==> src/rtl/dpwm_pkg.sv <==
package dpwm_pkg;
  localparam int unsigned CW = 16;
  typedef logic [CW-1:0] cnt_t;

  typedef enum logic [1:0] {
    SLOT_PERIOD = 2'd0,
    SLOT_START  = 2'd1,
    SLOT_END    = 2'd2,
    SLOT_MARK   = 2'd3
  } slot_e;

  typedef struct packed {
    cnt_t period;
    cnt_t start;
    cnt_t stop;
    cnt_t mark;
  } tset_t;

  function automatic cnt_t umin(input cnt_t a, input cnt_t b);
    return (a < b) ? a : b;
  endfunction

  // auxiliary end never passes the main mark
  function automatic cnt_t clamp_end(input tset_t s);
    return umin(s.stop, s.mark);
  endfunction

  // auxiliary start never passes the clamped end
  function automatic cnt_t clamp_start(input tset_t s);
    return umin(s.start, clamp_end(s));
  endfunction

  function automatic logic in_aux(input cnt_t c, input tset_t s);
    return (c >= clamp_start(s)) && (c < clamp_end(s));
  endfunction

  function automatic logic in_main(input cnt_t c, input tset_t s);
    return c >= s.mark;
  endfunction
endpackage

==> src/rtl/dpwm_regs.sv <==
module dpwm_regs
  import dpwm_pkg::*;
#(
  parameter cnt_t DEF_PERIOD = cnt_t'(49),
  parameter cnt_t DEF_START  = cnt_t'(5),
  parameter cnt_t DEF_END    = cnt_t'(20),
  parameter cnt_t DEF_MARK   = cnt_t'(30)
) (
  input  logic       clk,
  input  logic       rst_n,
  input  logic       cfg_we,
  input  logic [1:0] cfg_sel,
  input  cnt_t       cfg_data,
  input  logic       cfg_commit,
  input  logic       wrap,
  output tset_t      act
);
  localparam tset_t DEF_SET = '{period: DEF_PERIOD, start: DEF_START,
                                stop: DEF_END, mark: DEF_MARK};

  tset_t stage_q, pend_q;
  logic  pend_vld;
  logic  take_pend;

  assign take_pend = wrap && pend_vld;

  always_ff @(posedge clk or negedge rst_n) begin
    if (!rst_n) begin
      stage_q <= DEF_SET;
    end else if (cfg_we) begin
      unique case (slot_e'(cfg_sel))
        SLOT_PERIOD: stage_q.period <= cfg_data;
        SLOT_START:  stage_q.start  <= cfg_data;
        SLOT_END:    stage_q.stop   <= cfg_data;
        SLOT_MARK:   stage_q.mark   <= cfg_data;
      endcase
    end
  end

  always_ff @(posedge clk or negedge rst_n) begin
    if (!rst_n) begin
      pend_q   <= DEF_SET;
      pend_vld <= 1'b0;
    end else begin
      if (cfg_commit) pend_q <= stage_q;
      if (cfg_commit)     pend_vld <= 1'b1;
      else if (take_pend) pend_vld <= 1'b0;
    end
  end

  always_ff @(posedge clk or negedge rst_n) begin
    if (!rst_n)         act <= DEF_SET;
    else if (take_pend) act <= pend_q;
  end

  // the active set only moves on a period boundary
  a_r6_set_stable_mid_period: assert property (@(posedge clk) disable iff (!rst_n)
    !wrap |=> $stable(act));
  // a commit always leaves a transfer pending
  a_r6_commit_pending: assert property (@(posedge clk) disable iff (!rst_n)
    cfg_commit |=> pend_vld);
endmodule

==> src/rtl/dpwm_counter.sv <==
module dpwm_counter
  import dpwm_pkg::*;
(
  input  logic clk,
  input  logic rst_n,
  input  logic run_en,
  input  cnt_t period,
  output cnt_t cnt,
  output logic wrap
);
  assign wrap = run_en && (cnt >= period);

  always_ff @(posedge clk or negedge rst_n) begin
    if (!rst_n)                cnt <= '0;
    else if (!run_en || wrap)  cnt <= '0;
    else                       cnt <= cnt + cnt_t'(1);
  end

  // the count never runs past the active period
  a_r2_cnt_bounded: assert property (@(posedge clk) disable iff (!rst_n)
    cnt <= period);
  // inside a period the counter only steps by one, whatever the limit does
  a_r8_count_steps: assert property (@(posedge clk) disable iff (!rst_n)
    (run_en && !wrap) |=> (cnt == $past(cnt) + cnt_t'(1)));
  // disabled means the count sits at zero
  a_r1_cnt_held: assert property (@(posedge clk) disable iff (!rst_n)
    !run_en |=> (cnt == '0));
endmodule

==> src/rtl/dpwm_outputs.sv <==
module dpwm_outputs
  import dpwm_pkg::*;
(
  input  logic  clk,
  input  logic  rst_n,
  input  logic  run_en,
  input  cnt_t  cnt,
  input  logic  wrap,
  input  tset_t act,
  input  logic  limit_in,
  output logic  aux_out,
  output logic  main_out,
  output logic  lim_hold
);
  logic lim_q;
  logic lim_edge;
  logic main_phase;
  logic lim_hit;
  logic aux_d, main_d;

  assign lim_edge   = limit_in && !lim_q;
  assign main_phase = in_main(cnt, act);
  assign lim_hit    = lim_edge && main_phase;
  assign aux_d      = run_en && in_aux(cnt, act);
  assign main_d     = run_en && main_phase && !lim_hold && !lim_hit;

  always_ff @(posedge clk or negedge rst_n) begin
    if (!rst_n) begin
      lim_q    <= 1'b0;
      lim_hold <= 1'b0;
      aux_out  <= 1'b0;
      main_out <= 1'b0;
    end else begin
      lim_q <= limit_in;
      if (!run_en || wrap) lim_hold <= 1'b0;
      else if (lim_hit)    lim_hold <= 1'b1;
      aux_out  <= aux_d;
      main_out <= main_d;
    end
  end

  // the two outputs never overlap
  a_r11_exclusive: assert property (@(posedge clk) disable iff (!rst_n)
    !(aux_out && main_out));
  // while the limit latch is set the main output stays low
  a_r7_hold_blocks_main: assert property (@(posedge clk) disable iff (!rst_n)
    lim_hold |-> !main_out);
  // disabled gives low outputs in the next clock
  a_r1_outputs_low: assert property (@(posedge clk) disable iff (!rst_n)
    !run_en |=> (!aux_out && !main_out));
  // no main pulse before its mark
  a_r4_main_waits: assert property (@(posedge clk) disable iff (!rst_n)
    !main_phase |=> !main_out);
  // the latch is gone once a new period starts
  a_r7_latch_clears: assert property (@(posedge clk) disable iff (!rst_n)
    wrap |=> !lim_hold);
endmodule

==> src/rtl/dpwm_interlock.sv <==
module dpwm_interlock
  import dpwm_pkg::*;
#(
  parameter cnt_t DEF_PERIOD = cnt_t'(49),
  parameter cnt_t DEF_START  = cnt_t'(5),
  parameter cnt_t DEF_END    = cnt_t'(20),
  parameter cnt_t DEF_MARK   = cnt_t'(30)
) (
  input  logic          clk,
  input  logic          rst_n,
  input  logic          run_en,
  input  logic          cfg_we,
  input  logic [1:0]    cfg_sel,
  input  logic [CW-1:0] cfg_data,
  input  logic          cfg_commit,
  input  logic          limit_in,
  output logic          aux_out,
  output logic          main_out
);
  tset_t act;
  cnt_t  cnt;
  logic  wrap;
  logic  lim_hold;

  dpwm_regs #(
    .DEF_PERIOD(DEF_PERIOD), .DEF_START(DEF_START),
    .DEF_END(DEF_END), .DEF_MARK(DEF_MARK)
  ) u_regs (
    .clk(clk), .rst_n(rst_n), .cfg_we(cfg_we), .cfg_sel(cfg_sel),
    .cfg_data(cfg_data), .cfg_commit(cfg_commit), .wrap(wrap), .act(act)
  );

  dpwm_counter u_cnt (
    .clk(clk), .rst_n(rst_n), .run_en(run_en), .period(act.period),
    .cnt(cnt), .wrap(wrap)
  );

  dpwm_outputs u_out (
    .clk(clk), .rst_n(rst_n), .run_en(run_en), .cnt(cnt), .wrap(wrap),
    .act(act), .limit_in(limit_in), .aux_out(aux_out),
    .main_out(main_out), .lim_hold(lim_hold)
  );

  // the clamped auxiliary window closes no later than the main mark
  a_r10_window_order: assert property (@(posedge clk) disable iff (!rst_n)
    (clamp_start(act) <= clamp_end(act)) && (clamp_end(act) <= act.mark));
  // a latched limit comes only from an edge inside the main phase
  a_r7_latch_source: assert property (@(posedge clk) disable iff (!rst_n)
    $rose(lim_hold) |-> $past(cnt >= act.mark));
endmodule

==> config.mk <==
export PLATFORM = sky130hd
export DESIGN_NAME = dpwm_interlock
export DESIGN_NICKNAME = d
export VERILOG_FILES = /design/src/rtl/dpwm_pkg.sv /design/src/rtl/dpwm_regs.sv /design/src/rtl/dpwm_counter.sv /design/src/rtl/dpwm_outputs.sv /design/src/rtl/dpwm_interlock.sv
export SDC_FILE = /design/constraint.sdc
export NUM_CORES = 1
export LEC_CHECK = 0
export ABC_AREA = 1
export BUFFER_PORTS_ARGS = -buffer_cell sky130_fd_sc_hd__buf_2
export CAP_MARGIN = 20
export CORE_MARGIN = 3
export CORE_UTILIZATION = 32
export CTS_BUF_LIST = sky130_fd_sc_hd__clkbuf_4 sky130_fd_sc_hd__clkbuf_8 sky130_fd_sc_hd__clkbuf_16
export CTS_CLUSTER_DIAMETER = 30
export DETAILED_ROUTE_END_ITERATION = 8
export GPL_TIMING_DRIVEN = 1
export PLACE_DENSITY = 0.54
export SLEW_MARGIN = 5
export SYNTH_ARGS = -nofsm -noshare
export SYNTH_HDL_FRONTEND = slang
export SYNTH_SLANG_ARGS = --single-unit
==> constraint.sdc <==
create_clock -name clk -period 6.11 [get_ports clk]
set_input_delay 0.3055 -clock clk [delete_from_list [all_inputs] [get_ports clk]]
set_output_delay 0.3055 -clock clk [all_outputs]
set_load 0.05 [all_outputs]
==> impl_metrics.env, run 1 <==
export IMPL_p_leak_nw=6.71
export IMPL_cts_made_buffers=40
export IMPL_dieHeight_um=191
export IMPL_routedWlPerCell_um=14.5
export IMPL_end_kind="flip-flop"
export IMPL_drive_gt1_frac=0.134
export IMPL_num_antenna_cells=0
export IMPL_cp_max_fo=31
export IMPL_dr_pass1_iters=5
export IMPL_port_buffers=25
export IMPL_r2r_start="u_regs.act[2]"
export IMPL_avgSynthCellArea_um2=8.32
export IMPL_groute_usage_overall=0.149
export IMPL_synthFlopType="dfrtp_1"
export IMPL_finalClockSkew_ps=8.31
export IMPL_gp_congestion=0.834
export IMPL_dpl_cell_area_um2=11500
export IMPL_dp_hpwl_um=17900
export IMPL_grt_overflow=0
export IMPL_synthArstFlopShare=1.00
export IMPL_stdcell_area_um2=12900
export IMPL_syn_inst=1316
export IMPL_totalWireLength_um=26400
export IMPL_synth_area_top_cells="dfrtp_1, nand2_1, ha_1"
export IMPL_period_minus_slack_ps=5290
export IMPL_grt_pass1_wl_um=44800
export IMPL_dieArea_um2=36500
export IMPL_period_share=0.866
export IMPL_clk_latency_ps=520
export IMPL_slowest_stage="a2111oi_4"
export IMPL_cap_violations=0
export IMPL_antenna_found_initial=0
export IMPL_fp_coreArea_um2=33600
export IMPL_yosysWarnings=0
export IMPL_grt_start_max_net_pins=92
export IMPL_ir_drop_uv=268
export IMPL_rsz0062_at_grt="no"
export IMPL_area_delta_synth_final_pct=18.2
export IMPL_viasPerCell=4.64
export IMPL_clkTransAtPathRegs_ps=50
export IMPL_worst_pin_slew_ps=1030
export IMPL_grt_pass1_vias=8552
export IMPL_crit_path_start="u_regs.act[2]"
export IMPL_syn_area_um2=11000
export IMPL_max_freq_mhz=189
export IMPL_nNetsFinal=1453
export IMPL_yosysTopAreaCellShare=0.411
export IMPL_cts_tree="yes"
export IMPL_yosys_area_top_type="dfrtp_1"
export IMPL_finalSetupTns_ps=0
export IMPL_hold_slack_ps=87.4
export IMPL_detail_route_antenna_nets=0
export IMPL_critPathMaxStageDelay_ps=810
export IMPL_synth_edf_count=0
export IMPL_ys_types=32
export IMPL_critPathKind="reg -> reg"
export IMPL_status="complete, no violations"
export IMPL_start_kind="flip-flop"
export IMPL_drcViolationCount=0
export IMPL_finalMaxSlewViolations=0
export IMPL_hp_class="in -> reg"
export IMPL_power_density_nw_per_um2=604
export IMPL_critPathRequiredTime_ps=6500
export IMPL_setup_viol=0
export IMPL_slew_limit_headroom=0.311
export IMPL_cts_buffer_depth=3
export IMPL_root_buffer="clkbuf_16"
export IMPL_dieWidth_um=191
export IMPL_synth_nets=1432
export IMPL_vias=8422
export IMPL_htree_levels=2
export IMPL_cts_setup_buffers=0
export IMPL_numClockSinks=213
export IMPL_fin_util=0.385
export IMPL_drtIter0Drc=453
export IMPL_worstHoldStart="cfg_data[5]"
export IMPL_total_power_mw=7.82
export IMPL_rows=67
export IMPL_start_util=0.326
export IMPL_pin_count=26
export IMPL_seq_area_frac_synth=0.491
export IMPL_arrival_ps=5680
export IMPL_final_hold_viol_count=0
export IMPL_cp_common_cell="nand2_1"
export IMPL_ys_ff_latch=213
## synth_stat cells, types with 16 or more instances
master    count
inv_1       109
dfstp_2      33
nand4_1      69
nor2_1       33
ha_1         92
dfrtp_1     180
nand2_1     510
a21oi_1      40
o21ai_0      83
clkbuf_1     39
nor3_1       16
nand3_1      29
## kinds of logic after synthesis
kind of cell | synth area share
adders and majority gates | 0.105
DFF | 0.491
xor gates and xnor gates | 0.00240
and+or+nand+nor | 0.269
AOI/OAI and AO/OA | 0.0694
buffers and inverters | 0.0639
## worst max-delay path: cells and delay by family (launching register included)
kind                     cells  cell delay, ps
AO/OA/AOI/OAI                8            2030
buffers and inverters        2             100
adder cells (fa/ha/maj)      3             910
flip-flops                   1             530
AND/OR/NAND/NOR             15            1560
## repair_timing
action | CTS | global route
setup endpoints to repair | 0 | 0
gates resized for setup | 0 | 0
hold endpoints to repair | 90 | 0
hold buffers | 2 | 0
## registers in the layout, summed over array words and instances (netlist names)
signal and flops:
u_regs.stage_q 64, u_regs.pend_q 64, u_cnt.cnt 16, u_regs.act 64, u_out.lim_q 1, u_out.aux_out 1
u_out.main_out 1, u_regs.pend_vld 1, u_out.lim_hold 1
## per-layer routing
layer  global-route usage  vias to the layer above  wire length (um)
met5                    0                        -                 0
met3               0.0235                       30               852
met1                0.215                     3958             13400
li1                     -                     4321                 -
met4               0.0378                        0               473
met2                0.236                      113             11600
## placed cells by master (no fill, tap or decap), drive strengths merged
master	synthesis	layout
nand2	527	527
a211oi	7	7
nand4	69	69
bufinv	0	4
o221ai	1	1
inv	116	115
o21bai	3	3
dfrtp	180	180
dlygate4sd3	0	2
o21a	1	1
clkinv	0	16
nor2	40	40
clkinvlp	0	3
clkbuf	39	51
dfstp	33	33
buf	22	38
a2111oi	1	1
nand3	31	31
nor3b	2	2
nand3b	3	3
ha	92	92
o21ai	88	88
xor2	3	3
a21oi	40	40
nor3	18	18
## power breakdown
group,internal [mW],switching [mW],leakage (nW)
combinational,1.26,2.23,3.35
clock,1.50,0.748,0.701
sequential,1.81,0.276,2.66
## final cells by class
cell class / instances / area, um2
inverters: 116 / 435
fillers: 3436 / 20700
repair buffers: 40 / 268
well taps: 448 / 561
flip-flops and latches: 213 / 5370
clock inverters: 22 / 283
multi-input cells: 926 / 4880
clock buffers: 51 / 1140
## metrics by stage
step | setup slack [ps] | instances
floorplan | 1750 | 1316
global placement | 1010 | 1739
detailed placement | 790 | 1739
CTS | 769 | 1814
global route | 250 | 1816
finish | 819 | 1816
## final timing paths
check / slack [ps] / depth (start not counted) / end
min in group asynchronous: 390 / 2 / u_regs.stage_q[60]
worst min-delay path: 90 / 3 / u_regs.stage_q[53]
worst max-delay path: 820 / 28 / u_out.aux_out
worst max register to register: 820 / 28 / u_out.aux_out
max in group asynchronous: 4210 / 3 / u_regs.pend_q[16]
worst min register to register: 460 / 2 / u_regs.pend_q[3]
(Power assumes the default switching activity.)
==> inputs of run 2 (changes only) <==
--- a/config.mk
+++ b/config.mk
@@ -14,6 +14,7 @@
 export CTS_CLUSTER_DIAMETER = 30
 export DETAILED_ROUTE_END_ITERATION = 8
 export GPL_TIMING_DRIVEN = 1
+export MAX_ROUTING_LAYER = met4
 export PLACE_DENSITY = 0.54
 export SLEW_MARGIN = 5
 export SYNTH_ARGS = -nofsm -noshare
==> impl_metrics.env, run 2 (synthesis gave the netlist of run 1 again) <==
export IMPL_antenna_found_initial=0
export IMPL_setup_viol=0
export IMPL_dpl_cell_area_um2=11500
export IMPL_pin_count=26
export IMPL_sw_frac_of_total=0.402
export IMPL_nNetsFinal=1457
export IMPL_numClockSinks=213
export IMPL_drtIter0Drc=475
export IMPL_vias=8484
export IMPL_groute_usage_overall=0.157
export IMPL_grt_start_max_net_pins=98
export IMPL_post_place_ws_ps=1330
export IMPL_end_kind="flip-flop"
export IMPL_clk_latency_ps=540
export IMPL_layout_common_cells="nand2_1, dfrtp_1, inv_1"
export IMPL_power_density_nw_per_um2=620
export IMPL_slew_limit_headroom=0.435
export IMPL_p_sw_mw=3.28
export IMPL_final_hold_viol_count=0
export IMPL_slowest_stage="dfstp_2"
export IMPL_critPathRequiredTime_ps=6520
export IMPL_critPathKind="reg -> reg"
export IMPL_rsz0062_at_grt="no"
export IMPL_period_minus_slack_ps=4820
export IMPL_hp_class="in -> reg"
export IMPL_start_kind="flip-flop"
export IMPL_ir_drop_uv=280
export IMPL_grt_pass1_vias=8708
export IMPL_p_leak_nw=6.81
export IMPL_final_common_cell="nand2_1"
export IMPL_gp_congestion=0.881
export IMPL_period_share=0.789
export IMPL_clock_power_share=0.317
export IMPL_fp_coreArea_um2=33600
export IMPL_drive_gt1_frac=0.139
export IMPL_start_util=0.326
export IMPL_setup_slack_ps=1290
export IMPL_dp_hpwl_um=17900
export IMPL_reg_top3="u_regs.act x64, u_regs.pend_q x64, u_regs.stage_q x64"
export IMPL_root_buffer="clkbuf_16"
export IMPL_routedWlPerCell_um=14.6
export IMPL_cts_tree="yes"
export IMPL_dieWidth_um=191
export IMPL_finalNonFillerCells=1824
export IMPL_htree_levels=2
export IMPL_detail_route_antenna_nets=0
export IMPL_drcViolationCount=0
export IMPL_finalSetupTns_ps=0
export IMPL_dieArea_um2=36500
export IMPL_stdcell_area_um2=13200
export IMPL_finalMaxSlewViolations=0
export IMPL_clkTransAtPathRegs_ps=50
export IMPL_dr_pass1_iters=5
export IMPL_dieHeight_um=191
export IMPL_grt_overflow=0
export IMPL_dp_cells=1739
export IMPL_p_int_mw=4.88
export IMPL_hold_slack_ps=69.1
export IMPL_cp_common_cell="nand2_1"
export IMPL_status="complete, no violations"
export IMPL_cts_made_buffers=44
export IMPL_arrival_ps=5230
export IMPL_worst_pin_slew_ps=848
export IMPL_viasPerCell=4.65
export IMPL_critPathMaxStageDelay_ps=530
export IMPL_cp_max_fo=31
export IMPL_max_freq_mhz=207
export IMPL_totalWireLength_um=26600
export IMPL_p_seq_frac=0.256
export IMPL_grt_pass1_wl_um=45400
export IMPL_cts_buffer_depth=3
export IMPL_port_buffers=25
export IMPL_area_delta_synth_final_pct=20.2
export IMPL_rows=67
export IMPL_num_antenna_cells=0
export IMPL_nFillCells=3388
export IMPL_finalClockSkew_ps=27.5
export IMPL_combPwrFrac=0.427
export IMPL_cap_violations=0
## run 2: cell types whose count changed in the layout (fill, tap and decap cells not counted), moves of 2 or more
cell,change
clkinv_2,-5
bufinv_16,+4
clkbuf_16,+4
clkbuf_4,+3
clkinvlp_4,+2
## run 2: worst max-delay path, delay by kind of cell (launching register included)
family / cells / cell delay [ps]
flip-flops: 1 / 530
AND/OR/NAND/NOR: 15 / 1400
AO/OA/AOI/OAI: 8 / 1450
adder cells (fa/ha/maj): 3 / 930
buffers and inverters: 3 / 370
## run 2: final cells by class
class / count / area, um2 / share of cell area
Inverter: 116 / 435 / 0.0331
Clock inverter: 23 / 383 / 0.0291
Tap cell: 448 / 561 / 0.0426
Multi-Input combinational cell: 926 / 4880 / 0.371
Timing Repair Buffer: 40 / 268 / 0.0203
Clock buffer: 58 / 1260 / 0.0959
Sequential cell: 213 / 5370 / 0.408
## run 2: worst paths after layout
check	slack, ps	endpoint	start	cells past startpoint
min in group asynchronous	360	u_regs.stage_q[62]	rst_n	2
max in group asynchronous	4460	u_out.main_out	rst_n	3
worst min-delay path	70	u_regs.stage_q[63]	cfg_data[15]	3
worst min register to register	460	u_regs.pend_q[4]	u_regs.stage_q[4]	2
worst max register to register	1290	u_out.aux_out	u_regs.act[3]	29
worst max-delay path	1290	u_out.aux_out	u_regs.act[3]	29
## run 2: per-layer routing
metal,track usage,vias up,routed length [um]
li1,-,4335,-
met1,0.215,3953,13600
met2,0.242,138,11500
met3,0.0224,58,872
met4,0.0460,0,629
met5,-,-,0
## run 2: repair_timing
action / in CTS / in global routing
endpoints found under the setup margin: 0 / 0
buffers inserted: 0 / 0
gates resized for setup: 0 / 0
hold buffers: 2 / 0
endpoints found under the hold margin: 76 / 0
## run 2: metrics by stage
stage | utilization | total power, mW
after detailed placement | 0.341 | 5.63
after CTS | 0.391 | 8.27
after global placement | 0.341 | 5.56
after global routing | 0.392 | 8.98
final | 0.392 | 8.16
after floorplan | - | 4.84
## run 2: power by group through the flow
stage          Clock (mW)  Combinational [mW]  Sequential (mW)
2_1_floorplan           0                2.84             2.00
3_3_place_gp            0                3.45             2.10
3_5_place_dp            0                3.52             2.11
4_1_cts              2.64                3.54             2.09
5_1_grt              2.70                4.13             2.14
6_report             2.58                3.49             2.09
